[src/rtl/line_split_unit.sv]
module line_split_unit #(
  parameter int ADDR_W     = 32,
  parameter int LINE_BYTES = 64
) (
  input  logic              clk,
  input  logic              rst_n,
  input  logic              req_valid,
  output logic              req_ready,
  input  logic              req_write,
  input  logic [ADDR_W-1:0] req_addr,
  input  logic [1:0]        req_size,
  input  logic [63:0]       req_wdata,
  output logic              mem_valid,
  input  logic              mem_ready,
  output logic              mem_write,
  output logic [ADDR_W-1:0] mem_addr,
  output logic [3:0]        mem_bytes,
  output logic [63:0]       mem_wdata,
  input  logic              rsp_valid,
  input  logic [63:0]       rsp_rdata,
  output logic              done_valid,
  output logic              done_write,
  output logic [ADDR_W-1:0] done_addr,
  output logic [1:0]        done_size,
  output logic [63:0]       done_rdata
);
  localparam logic [ADDR_W-1:0] LINE_MASK = ~(ADDR_W'(LINE_BYTES - 1));

  typedef enum logic [1:0] {S_IDLE, S_SEND, S_WAIT, S_DONE} state_t;
  state_t state_q;

  logic [ADDR_W-1:0] a_q;
  logic [1:0]        sz_q;
  logic [3:0]        n_q, first_q;
  logic              wr_q, split_q, issued_q;
  logic [1:0]        rcvd_q;
  logic [63:0]       wd_q, buf_q;

  logic [3:0]        nbytes, first_n, rsp_n, rsp_off;
  logic [ADDR_W-1:0] end_a, sec_a;
  logic              crosses, last_rsp;
  logic [63:0]       rsp_mask;

  assign nbytes  = 4'd1 << req_size;
  assign end_a   = req_addr + ADDR_W'(nbytes) - ADDR_W'(1);
  assign sec_a   = end_a & LINE_MASK;
  assign crosses = sec_a > req_addr;
  assign first_n = crosses ? 4'(sec_a - req_addr) : nbytes;

  assign rsp_off  = rcvd_q[0] ? first_q : 4'd0;
  assign rsp_n    = rcvd_q[0] ? (n_q - first_q) : first_q;
  assign rsp_mask = (64'd1 << {rsp_n, 3'b000}) - 64'd1;
  assign last_rsp = rsp_valid && (rcvd_q + 2'd1 == (split_q ? 2'd2 : 2'd1));

  assign req_ready  = state_q == S_IDLE;
  assign mem_valid  = state_q == S_SEND;
  assign mem_write  = wr_q;
  assign mem_addr   = issued_q ? a_q + ADDR_W'(first_q) : a_q;
  assign mem_bytes  = issued_q ? n_q - first_q : first_q;
  assign mem_wdata  = issued_q ? wd_q >> {first_q, 3'b000} : wd_q;

  assign done_valid = state_q == S_DONE;
  assign done_write = wr_q;
  assign done_addr  = a_q;
  assign done_size  = sz_q;
  assign done_rdata = buf_q;

  always_ff @(posedge clk) begin
    if (!rst_n) begin
      state_q  <= S_IDLE;
      a_q      <= '0;
      sz_q     <= '0;
      n_q      <= '0;
      first_q  <= '0;
      wr_q     <= 1'b0;
      split_q  <= 1'b0;
      issued_q <= 1'b0;
      rcvd_q   <= '0;
      wd_q     <= '0;
      buf_q    <= '0;
    end else begin
      case (state_q)
        S_IDLE: if (req_valid) begin
          a_q      <= req_addr;
          sz_q     <= req_size;
          n_q      <= nbytes;
          first_q  <= first_n;
          wr_q     <= req_write;
          split_q  <= crosses;
          wd_q     <= req_wdata;
          issued_q <= 1'b0;
          rcvd_q   <= '0;
          buf_q    <= '0;
          state_q  <= S_SEND;
        end
        S_SEND: if (mem_ready) begin
          if (split_q && !issued_q) issued_q <= 1'b1;
          else                      state_q  <= S_WAIT;
        end
        S_WAIT: if (last_rsp) state_q <= S_DONE;
        S_DONE: state_q <= S_IDLE;
        default: state_q <= S_IDLE;
      endcase
      if (rsp_valid && (state_q == S_SEND || state_q == S_WAIT)) begin
        rcvd_q <= rcvd_q + 2'd1;
        if (!wr_q) buf_q <= buf_q | ((rsp_rdata & rsp_mask) << {rsp_off, 3'b000});
      end
    end
  end
endmodule

[config.mk]
export PLATFORM = sky130hd
export DESIGN_NAME = line_split_unit
export DESIGN_NICKNAME = d
export VERILOG_FILES = /design/src/rtl/line_split_unit.sv
export SDC_FILE = /design/constraint.sdc
export NUM_CORES = 1
export LEC_CHECK = 0
export ABC_CLOCK_PERIOD_IN_PS = 5000
export BUFFER_PORTS_ARGS = -buffer_cell sky130_fd_sc_hd__buf_2
export CORE_ASPECT_RATIO = 1.4
export CORE_UTILIZATION = 49
export DETAILED_ROUTE_END_ITERATION = 8
export PLACE_DENSITY = 0.88
export RECOVER_POWER = 50
export SYNTH_ARGS = -nofsm -noshare
export SYNTH_HDL_FRONTEND = slang
export SYNTH_SLANG_ARGS = --single-unit
[constraint.sdc]
create_clock -name clk -period 5 [get_ports clk]
set_input_delay 0.5 -clock clk [delete_from_list [all_inputs] [get_ports clk]]
set_output_delay 0.5 -clock clk [all_outputs]
set_load 0.005 [all_outputs]
Yosys cells after proc, flatten, opt, wreduce, memory -nomap -nowiden
Index checks and enable logic that the tools add are counted.
{"block": "word_totals", "out_inout_bits": 203, "memories": 0, "inputBits": 168, "mem_bits_rw": 0, "regBits": 177, "mem_bits_ro": 0, "wordCells": 70, "latch_bits": 0}
{"block": "op_classes", "n_shift": 4, "n_div": 0, "n_reduce_logical": 13, "bitwise_logic": 2, "n_mul": 0, "add_sub_neg": 7, "muxes": 23, "eq_ne": 9, "magnitude_cmp": 1}
{"operator": "$mux W64", "count": 5}
{"operator": "$add A32 B4 Y32", "count": 2}
{"operator": "$and A64 B64 Y64", "count": 1}
{"operator": "$or A64 B64 Y64", "count": 1}
{"operator": "$shl A1 B7 Y64 const A", "count": 1}
{"operator": "$shl A64 B7 Y64", "count": 1}
{"operator": "$shr A64 B7 Y64", "count": 1}
{"operator": "$sub A64 B1 Y64 const B", "count": 1}
{"operator": "$gt A32 B32 Y1", "count": 1}
{"operator": "$mux W32", "count": 1}
{"operator": "$sub A32 B1 Y32 const B", "count": 1}
{"operator": "$mux W2", "count": 8}
{"operator": "$mux W4", "count": 4}
{"operator": "$pmux W2 S4", "count": 1}
{"operator": "$reduce_and A4 Y1", "count": 2}
{"operator": "$ne A2 B2 Y1 const B", "count": 3}
{"operator": "$reduce_bool A2 Y1", "count": 3}
{"operator": "$eq A2 B2 Y1 const B", "count": 2}
{"operator": "$ne A2 B1 Y1 const B", "count": 2}
{"operator": "$reduce_and A2 Y1", "count": 2}
{"operator": "$shl A1 B2 Y4 const A", "count": 1}
{"operator": "$sub A1 B4 Y4 const A", "count": 1}
{"operator": "$sub A4 B4 Y4", "count": 1}
{"operator": "$logic_and A1 B1 Y1", "count": 3}
{"operator": "8 further kinds", "count": 10}

Longest topological paths before layout
Gate-level depths: netlist (run 1).
{"block": "depth", "ltp_word": 9, "depth_mapped": 23, "mapped_depth_nobuf": 23}

Worst setup path after synthesis (run 1)
Ideal clock, no wire load.
{"block": "synth_timing", "kind": "input to register", "from": "in req_size[0]", "to": "reg first_q[3]", "required_time_ns": 4.930, "n_path_buf": 0, "slack_ns": 0.157, "cell_stages": 22, "arrival_time_ns": 4.773, "setup_ns": 0.070, "path_cell_list": "nand2b_1 -> ha_1 -> inv_1 -> ha_1 -> o311a_1 -> a21oi_2 -> nor2_1 -> a2111oi_2 -> nor2b_1 -> nor2_1 -> o21a_1 -> xnor2_1 -> ha_1 -> a21o_1 -> a21o_1 -> a221o_1 -> o2bb2ai_1 -> a211o_1 -> a221o_1 -> nand2_1 -> mux2_2 -> a21oi_1"}
{"block": "synth_via", "elab_chain_len": 5}
{"item": "from (decl)", "line_no": "11", "source": "input logic [1:0] req_size,"}
{"item": "$shl A1 B2 Y4 (*)", "line_no": "44", "source": "assign nbytes = 4'd1 << req_size;"}
{"item": "$add A32 B4 Y32", "line_no": "45", "source": "assign end_a = req_addr + ADDR_W'(nbytes) - ADDR_W'(1);"}
{"item": "$sub A32 B1 Y32", "line_no": "45"}
{"item": "$gt A32 B32 Y1", "line_no": "47", "source": "assign crosses = sec_a > req_addr;"}
{"item": "$mux W4 (*)", "line_no": "48", "source": "assign first_n = crosses ? 4'(sec_a - req_addr) : nbytes;"}
{"item": "to (signal assigned)", "line_no": "87", "source": "first_q <= first_n;"}
{"item": "to (decl)", "line_no": "34", "source": "logic [3:0] n_q, first_q;"}
Every way passes the cells marked *; elsewhere a longest branch is shown, timed or not.
A chain may end at the register's enable or synchronous reset.

Final worst setup path (run 1)
{"block": "layout_timing", "from": "in req_size[0]", "to": "reg first_q[1]"}
Same word-level chain as after synthesis.

==> flow_summary_export.csv, run 1 <==
group,metric,value,unit
setup_path,slowest_delay,0.46,ns
setup_path,critPathCaptureType,"flop",
synth,synth_area_leader_cell,"dfxtp_1",
floorplan,initial_core_util,49.89,%
outcome,violations,"capacitance limit, slew limit",
synth,synth.most_common_cell,"nand2_1",
placed_design,dpl_worst_slack,-0.1312,ns
grt,met3_usage,7.642,%
finish,final_nets,2304,
setup_path,crit_chain,"buf_2, nand2b_1, ha_1, inv_1, ha_1, o311a_1, a21oi_2, nor2_1, a2111oi_2, nor2b_1, nor2_1, o21a_1, xnor2_1, ha_1, a21o_1, a21o_1, a221o_1, o2bb2ai_1, a211o_1, a221o_1, nand2_1, buf_4, mux2i_1, a21oi_1",
cts,cts.reportedPaths.clkPinSlew,0.07,ns
detailed_routing,avgViaCountPerCell,6.028,
grt,grt_pass1_vias,13780,
grt,met2_usage,58.44,%
synth,ys_seq_area_share,26.39,%
power_and_ir_drop,vdd_ir_drop_max,326.3,uV
floorplan,die_w,141.9,um
sta,slew_headroom,-21.68,%
setup_path,r2r_start,"first_q[0]",
detailed_routing,first_pass_iters,6,
synth,synth_fa_ha_area_share,7.006,%
setup_path,critPathLaunchType,"input pin",
sta,fin_crit,4.731,ns
setup_path,worstSetupStartpoint,"req_size[0]",
setup_path,crit_arrival,5.03,ns
cts,numCtsBuffers,17,
placed_design,dp_hpwl,36.82,mm
cts,clk_path_buf_depth,2,
cts,cts_num_sinks,177,
synth,synthTopCellsByArea,"dfxtp_1, nand2_1, ha_1, a21boi_0, mux4_2",
worst_hold_path,holdCritStartpoint,"req_wdata[8]",
run,drv_cap,1,
floorplan,fp.dieArea,28080,sq um
cts,cts-root-buf,"clkbuf_16",
setup_path,cp_max_fo,5,
finish,area_growth,20.15,%
synth,ys_warn_count,0,
sta,fmax,211.4,MHz
synth,ys_ff_latch,177,
sta,layout_worst_path_cycle_share,94.61,%
floorplan,dieHeight,197.9,um
grt,busiest_layer,"met2",
detailed_routing,ant_nets,0,
setup_path,cp_num_buf_inv,3,
placed_design,placed_area,15570,sq um
synth,synth_cells,1750,
finish,drive_above_1_share,21.40,%
cts,clkLatencyLatePin,0.46,ns
sta,finalWorstSetupSlack,0.2694,ns
cts,htree_levels,4,
detailed_routing,drtIter0Drc,1044,
synth,synth_compound_area_share,26.80,%
setup_path,crit_type,"input pin to flop",
synth,ys_types,76,
worst_hold_path,hp-class,"input pin to flop",
synth,async_flop_share,0,%
grt,track_usage,34.24,%
grt,antenna_found_initial,5,
synth,post_synth.cell_area_avg,7.674,sq um
power_and_ir_drop,p_leak,6.910,nW
synth,synth_simple_gate_area_share,21.31,%
synth,synth.cell_area,13430,sq um
sta,skew,0.01549,ns
power_and_ir_drop,power.density,450.1,nW/um^2
sta,rsz0062_at_grt,"no",
finish,finalInstanceArea,16140,sq um
synth,synth_top_family_by_area,"compound AO/OA/AOI/OAI gates",
synth,synth_flop_cell,"dfxtp_1",
setup_path,cpMaxStageDelayCell,"a2111oi_2",
outcome,outcome,"finished, violations left",
finish,final_core_util,59.95,%
sta,hold_viol_final,0,
detailed_routing,num_vias,14730,
setup_path,cp_common_cell,"ha_1",
cts,cts_setup_buffers,0,
floorplan,row_count,71,
floorplan,io-pin-count,371,
grt,grt_pass1_wl,74.07,mm
cts,holdBufCountCts,0,
cts,cts_resized,0,
sta,maxSlewViolCount,53,
synth,synth.net_count,1992,
placed_design,io_buffers,370,
detailed_routing,wl_per_cell,19.97,um
power_and_ir_drop,power,7.262,mW
setup_path,cp_top_family,"compound AO/OA/AOI/OAI gates",
sta,setup_viol,0,
placed_design,gp_congestion,0.9942,
synth,synth_edf_count,0,
sta,worst_pin_slew,1.821,ns
cts,cts_tree,"done",
detailed_routing,wl,48.80,mm
setup_path,required,5.30,ns
grt,grtUsageMet1,37.60,%
grt,grt_max_degree,89,
detailed_routing,drcViolationCount,0,
synth,synth_top_area_share,26.39,%
synth,yosys.area_share.xor_xnor,4.016,%
grt,grt-ovfl-total,0,
sta,fin_tns_setup,0,ns
floorplan,core-area,26920,sq um
synth,synth.mux.area_fraction,8.218,%
synth,ys_top_cells_by_count,"nand2_1, dfxtp_1, inv_1",
[metal layers]
metal	routed length [um]	vias up
met5	0	-
met3	3994	214
li1	-	6841
met2	23780	856
met4	3367	0
met1	17660	6821
[placed cells by master (no fill, tap or decap), drive strengths merged, types with 30 or more instances in the layout]
master and n:
ha 72, mux2i 30, nand3 31, and2 34
a22oi 47, dfxtp 177, o21ai 92, a21boi 103
a21oi 92, nor2 98, inv 111, mux4 32
buf 345, clkbuf 76, o22ai 37, xnor2 48
nand2 342, nor2b 41
[worst reg2reg max path, stage by stage, from the launching register on]
cell and delay, ns:
dfxtp_1 0.42, ha_1 0.29, fa_1 0.39, xnor2_1 0.29, mux2i_1 0.27, and4_1 0.46
nand2b_1 0.20, ha_1 0.57, nand2_1 0.22, a41oi_1 0.56, a22o_1 0.28, nor2_1 0.07
o22ai_1 0.24, a21oi_1 0.11, nor2_1 0.08
[metrics by stage]
stage	hold WS, ns	instances
floorplan	0.4134	1750
global placement	0.4313	2408
detailed placement	0.4395	2408
CTS	0.2738	2440
global route	0.2892	2444
finish	0.2924	2444
[sequential cells by signal (all words and copies together), names as in the netlist]
register,cells
split_q,1
n_q,4
issued_q,1
rcvd_q,2
state_q,2
wd_q,64
done_rdata,64
done_addr,32
done_write,1
done_size,2
first_q,4
[area by class of cell]
| cell class | instances | area [sq um] |
|---|---|---|
| sequential | 177 | 3546 |
| antenna | 4 | 10.01 |
| fill | 2452 | 10780 |
| multi-input combinational | 1356 | 9052 |
| clock buffer | 18 | 439.2 |
| inverter | 107 | 401.6 |
| timing repair buffer | 403 | 2028 |
| clock inverter | 14 | 201.4 |
| tap | 365 | 456.7 |
[path summary, 6_finish.rpt]
| kind | to | slack (ns) | cells past startpoint |
|---|---|---|---|
| max | first_q[1] | 0.27 | 24 |
| min | wd_q[8] | 0.29 | 3 |
| max reg2reg | done_rdata[42] | 0.50 | 14 |
| min reg2reg | done_rdata[41] | 0.46 | 2 |
[report_power, final]
part / internal, mW / switching (mW) / total [mW] / leakage (nW)
sequential: 1.68 / 0.328 / 2.01 / 1.45
combinational: 1.47 / 2.29 / 3.76 / 5.15
clock: 0.859 / 0.636 / 1.50 / 0.314
[kinds of logic (layout without fill, tap and decap cells)]
group | after synthesis | count (layout)
simple gates | 631 | 631
flops | 177 | 177
mux | 69 | 69
fa+ha+maj | 74 | 74
buf+inv | 217 | 542
other cells | 0 | 4
xor+xnor | 60 | 60
compound gates | 522 | 522
Note: power is estimated with default switching activity, not from simulation.
==> inputs of run 2 (changes only) <==
Settings changed: ABC_CLOCK_PERIOD_IN_PS 5000 to 4500, PLACE_DENSITY 0.88 to 0.85.
Clock period 5 ns to 4.5 ns, I/O delays scaled along.
==> run 2 against run 1 <==
Compared with the run above: clock-buffer cell count down 1; the flow now finishes without violations; hold slack worse by 0.047 ns; first-iteration DRC count up 0.57%; critical endpoint is now first_q[3]; worst setup slack worse by 0.16 ns; sequential power up 12%; cell area up 2.1%; clock power up 5%; combinational power up 14%; core utilization up 1.2 points; via count up 0.36%; final cell count up 1.3%; sequential cell count unchanged.
==> flow_summary_export.csv, run 2 (synthesized netlist as in run 1, its figures left out) <==
group,metric,value,unit
finish,final_cell_mix,"nand2_1, buf_2, dfxtp_1, inv_1, a21boi_0",
worst_hold_path,hp-class,"input pin to flop",
grt,grt-ovfl-total,0,
sta,fin_crit,4.387,ns
setup_path,cp_max_fo,5,
setup_path,crit_arrival,4.77,ns
worst_hold_path,min_path_cells,3,
floorplan,die_w,141.9,um
power_and_ir_drop,power.density,492.8,nW/um^2
cts,cts_tree,"done",
worst_hold_path,holdCritStartpoint,"req_write",
floorplan,row_count,71,
detailed_routing,first_pass_iters,7,
floorplan,dieHeight,197.9,um
cts,cts-root-buf,"clkbuf_16",
power_and_ir_drop,vdd_ir_drop_max,597.9,uV
grt,grt_pass1_vias,13900,
sta,fmax,227.9,MHz
setup_path,critPathLaunchType,"input pin",
finish,layout_commonest_cell,"nand2_1",
sta,rsz0062_at_grt,"yes",
sta,slew_headroom,24.58,%
cts,holdBufCountCts,0,
sta,finalHoldWorstSlack,0.2452,ns
detailed_routing,drtIter0Drc,1050,
setup_path,crit_type,"input pin to flop",
setup_path,r2r_start,"n_q[0]",
cts,clkLatencyLatePin,0.45,ns
detailed_routing,avgViaCountPerCell,5.971,
detailed_routing,drcViolationCount,0,
setup_path,r2r_cells,16,
floorplan,fp.dieArea,28080,sq um
cts,cts_num_sinks,177,
worst_hold_path,hold_end,"done_write",
cts,cts.reportedPaths.clkPinSlew,0.08,ns
detailed_routing,wl_per_cell,20.23,um
floorplan,core-area,26920,sq um
placed_design,io_buffers,370,
floorplan,initial_core_util,49.89,%
setup_path,required,4.88,ns
finish,finalInstanceArea,16470,sq um
detailed_routing,num_vias,14790,
finish,stdcell_count,2476,
outcome,outcome,"complete, no violations",
cts,numCtsBuffers,17,
power_and_ir_drop,p_leak,7.094,nW
setup_path,reg2reg_setup_slack,0.41,ns
setup_path,r2r-end,"done_rdata[63]",
placed_design,placed_area,15780,sq um
sta,setup_viol,0,
sta,maxSlewViolCount,0,
finish,final_nets,2336,
grt,track_usage,35.09,%
sta,worst_pin_slew,1.126,ns
floorplan,io-pin-count,371,
finish,final_core_util,61.18,%
sta,layout_worst_path_cycle_share,97.49,%
cts,htree_levels,4,
sta,hold_viol_final,0,
sta,skew,0.01704,ns
placed_design,gp_congestion,0.9870,
cts,clk_path_buf_depth,2,
finish,drive_above_1_share,23.49,%
grt,grt_pass1_wl,75.56,mm
finish,area_growth,22.62,%
detailed_routing,wl,50.09,mm
detailed_routing,ant_nets,0,
grt,antenna_found_initial,4,
placed_design,dp_hpwl,37.72,mm
grt,grt_max_degree,96,
placed_design,place_inst,2432,
setup_path,critPathCaptureType,"flop",
run,drv_cap,0,
==> run 2: critical path, cell delays in order <==
cell       delay, ns
buf_8           0.11
nand2b_4        0.15
ha_4            0.27
inv_4           0.03
ha_4            0.15
o311a_1         0.37
a21oi_2         0.19
nor2_1          0.08
a2111oi_2       0.27
buf_4           0.17
buf_4           0.09
buf_4           0.09
buf_4           0.09
buf_4           0.09
xnor2_1         0.11
ha_1            0.27
nand4_1         0.11
nor2_1          0.07
a221o_1         0.34
o2bb2ai_2       0.12
a211o_1         0.24
a221o_1         0.33
nand2_2         0.13
mux2_4          0.32
a21oi_2         0.10
==> run 2: what timing repair did <==
item / 4_1_cts / 5_1_grt
hold endpoints to repair: 0 / 0
resized for setup: 3 / 15
endpoints found under the setup margin: 1 / 12
buffers inserted: 7 / 1
pin swaps: 12 / 13
==> run 2: worst max-delay path by stage <==
stage / startpoint / end / slack (ns) / depth (start not counted)
after floorplan: req_size[0] / first_q[3] / -0.06 / 22
after global placement: req_size[0] / first_q[3] / -0.36 / 23
after detailed placement: req_size[0] / first_q[3] / -0.46 / 23
after CTS: req_size[0] / first_q[3] / 0.003 / 23
after global routing: req_size[0] / first_q[3] / -0.12 / 23
final: req_size[0] / first_q[3] / 0.11 / 25
==> run 2: metal layers <==
| metal | up-vias | routed length, um | GRT usage (%) | share of wire (%) |
|---|---|---|---|---|
| met5 | - | 0 | 0 | 0 |
| met4 | 0 | 3566 | 23.93 | 7.1 |
| met3 | 199 | 4087 | 6.820 | 8.2 |
| met2 | 793 | 24090 | 59.50 | 48 |
| met1 | 6881 | 18350 | 39.69 | 37 |
| li1 | 6912 | - | - | - |
==> run 2: power by group <==
| group | internal, mW | switching [mW] |
|---|---|---|
| clock | 0.804 | 0.778 |
| combinational | 1.68 | 2.60 |
| sequential | 1.87 | 0.379 |
| total | 4.35 | 3.76 |
==> run 2: layout make-up <==
class	count	area (sq um)
multi-input combinational	1356	9138
tap	365	456.7
inverter	107	404.1
timing repair buffer	435	2295
antenna	4	10.01
sequential	177	3550
clock inverter	15	188.9
clock buffer	17	425.4
fill	2440	10450
==> run 2: stage by stage <==
stage	total power, mW	TNS, ns	worst slack (ns)
finish	8.115	0	0.1127
global placement	6.327	-1.320	-0.3571
global route	8.611	-0.3361	-0.1229
floorplan	4.994	-0.06095	-0.06095
CTS	8.027	0	0.003279
detailed placement	6.421	-1.862	-0.4645
==> inputs of run 3 (changes only) <==
--- a/config.mk
+++ b/config.mk
@@ -10,5 +10,5 @@
 export CORE_ASPECT_RATIO = 1.4
-export CORE_UTILIZATION = 49
+export CORE_UTILIZATION = 54
 export DETAILED_ROUTE_END_ITERATION = 8
-export PLACE_DENSITY = 0.85
+export PLACE_DENSITY = 0.91
 export RECOVER_POWER = 50
--- a/constraint.sdc
+++ b/constraint.sdc
@@ -3,2 +3,2 @@
 set_output_delay 0.45 -clock clk [all_outputs]
-set_load 0.005 [all_outputs]
+set_load 0.1 [all_outputs]
==> run 3 against run 2 <==
Compared with the run above: the flow now finishes with violations (setup timing); register-to-register slack worse by 0.15 ns; power increased by 30%; global-route usage up 3.0 points; via count rose by 1.5%; non-clock buffer count is 2 lower; worst setup slack lost 0.14 ns; die area shrank 9.2%; core utilization up 6.5 points; fmax fell by 3.2%; cell area decreased by 0.76%; largest cell class unchanged; largest power group unchanged.
==> flow_summary_export.csv, run 3 (synthesized netlist as in run 1, its figures left out) <==
group,metric,value,unit
setup_path,cp_max_fo,4,
placed_design,place_inst,2380,
grt,grtUsageMet1,42.34,%
worst_hold_path,holdCritStartpoint,"req_wdata[40]",
detailed_routing,avgViaCountPerCell,6.209,
setup_path,worstSetupStartpoint,"req_size[0]",
grt,busiest_layer,"met2",
grt,antenna_found_initial,3,
grt,track_usage,38.12,%
grt,met3_usage,8.313,%
outcome,outcome,"finished, violations left",
sta,fmax,220.7,MHz
power_and_ir_drop,p_leak,6.916,nW
placed_design,dp_hpwl,37.18,mm
setup_path,slowest_delay,0.38,ns
worst_hold_path,min_path_cells,3,
setup_path,crit_chain,"buf_8, nand2b_4, ha_4, inv_2, ha_4, o311a_1, a21oi_2, nor2_2, a2111oi_4, nor2b_1, nor2_1, o21a_1, xnor2_1, ha_1, a21o_1, a21o_1, a221o_1, o2bb2ai_2, a211o_1, a221o_1, nand2_2, mux2_4, a21oi_2",
cts,cts_num_sinks,177,
setup_path,r2r-end,"done_rdata[47]",
floorplan,core-area,24140,sq um
detailed_routing,drtIter0Drc,1267,
grt,grt_pass1_wl,75.02,mm
sta,finalHoldWorstSlack,0.2458,ns
detailed_routing,first_pass_iters,9,
floorplan,fp.dieArea,25510,sq um
finish,fillCellCount,2079,
cts,cts.reportedPaths.clkPinSlew,0.07,ns
setup_path,crit_type,"input pin to flop",
setup_path,cpMaxStageDelayCell,"a221o_1",
worst_hold_path,hold_end,"wd_q[40]",
grt,grt-ovfl-total,0,
detailed_routing,drcViolationCount,0,
sta,maxSlewViolCount,0,
grt,met2_usage,64.42,%
cts,clkLatencyLatePin,0.45,ns
finish,final_cell_mix,"nand2_1, buf_2, dfxtp_1, clkbuf_1",
setup_path,r2r_cells,14,
power_and_ir_drop,power.density,644.1,nW/um^2
sta,rsz0062_at_grt,"yes",
placed_design,gp_congestion,1.020,
cts,cts-root-buf,"clkbuf_16",
worst_hold_path,hp-class,"input pin to flop",
power_and_ir_drop,vdd_ir_drop_max,706.6,uV
run,drv_cap,0,
finish,final_nets,2334,
sta,finalWorstSetupSlack,-0.03195,ns
finish,stdcell_count,2418,
setup_path,critPathLaunchType,"input pin",
cts,clk_path_buf_depth,2,
detailed_routing,wl_per_cell,20.57,um
outcome,violations,"setup timing",
detailed_routing,ant_nets,0,
setup_path,crit_arrival,4.90,ns
floorplan,dieHeight,188.6,um
grt,grt_pass1_vias,14110,
placed_design,io_buffers,370,
cts,numCtsBuffers,17,
sta,hold_viol_final,0,
sta,skew,0.01311,ns
grt,grt_max_degree,93,
sta,layout_worst_path_cycle_share,100.7,%
floorplan,row_count,67,
setup_path,critPathCaptureType,"flop",
cts,cts_tree,"done",
floorplan,io-pin-count,371,
setup_path,required,4.87,ns
sta,worst_pin_slew,1.309,ns
finish,drive_above_1_share,21.24,%
finish,layout_commonest_cell,"nand2_1",
cts,htree_levels,4,
setup_path,reg2reg_setup_slack,0.26,ns
finish,final_core_util,67.69,%
sta,setup_viol,3,
detailed_routing,wl,49.75,mm
detailed_routing,num_vias,15010,
sta,fin_crit,4.532,ns
sta,slew_headroom,13.13,%
finish,area_growth,21.69,%
sta,fin_tns_setup,-0.04512,ns
setup_path,r2r_start,"rcvd_q[0]",
floorplan,die_w,135.3,um
floorplan,initial_core_util,55.62,%
[run 3: where the power goes]
part / total (mW) / switching (mW) / internal, mW
clock network: 1.53 / 0.702 / 0.828
registers: 2.23 / 0.364 / 1.87
logic: 6.76 / 5.09 / 1.68
[run 3: layout make-up]
cell class,instances,area (sq um),area share [%]
clock buffers,18,429.2,2.626
diodes,3,7.507,0.04594
flip-flops and latches,177,3550,21.72
repair buffers,433,2218,13.57
multi-input cells,1356,9194,56.26
inverters,107,401.6,2.458
clock inverters,14,153.9,0.9417
well taps,310,387.9,2.373
[run 3: repair_timing]
action,CTS,global route
buffers inserted,0,3
setup endpoints to repair,4,5
gates resized for setup,1,26
hold buffers,0,0
pin swaps,1,23
[run 3: routing by layer]
layer	wire length [um]	share of wire, %	up-vias
li1	-	-	6895
met1	17790	36	6947
met2	23960	48	935
met3	4408	8.9	237
met4	3587	7.2	0
met5	0	0	-
[run 3: critical path, delay by kind of cell]
kind            cells  cell delay (ns)
compound gates     11             2.63
xor+xnor            1             0.13
fa+ha+maj           3             0.68
buf+inv             2             0.15
mux                 1             0.32
simple gates        5             0.57
[run 3: worst max-delay path by stage]
stage	end	slack [ns]	depth (start not counted)
after floorplan	first_q[3]	-0.13	22
after global placement	first_q[3]	-0.35	25
after detailed placement	first_q[1]	-0.50	26
after CTS	first_q[3]	0.0002	23
after global routing	first_q[1]	-0.21	24
final	first_q[3]	-0.03	23
[run 3: stage by stage]
step	worst slack (ns)	area [sq um]	power, mW
4_1_cts	0.0002265	16320	10.44
5_1_grt	-0.2067	16340	10.98
2_1_floorplan	-0.1317	13470	7.482
6_report	-0.03195	16340	10.53
3_3_place_gp	-0.3477	15740	8.801
3_5_place_dp	-0.5008	15740	8.904
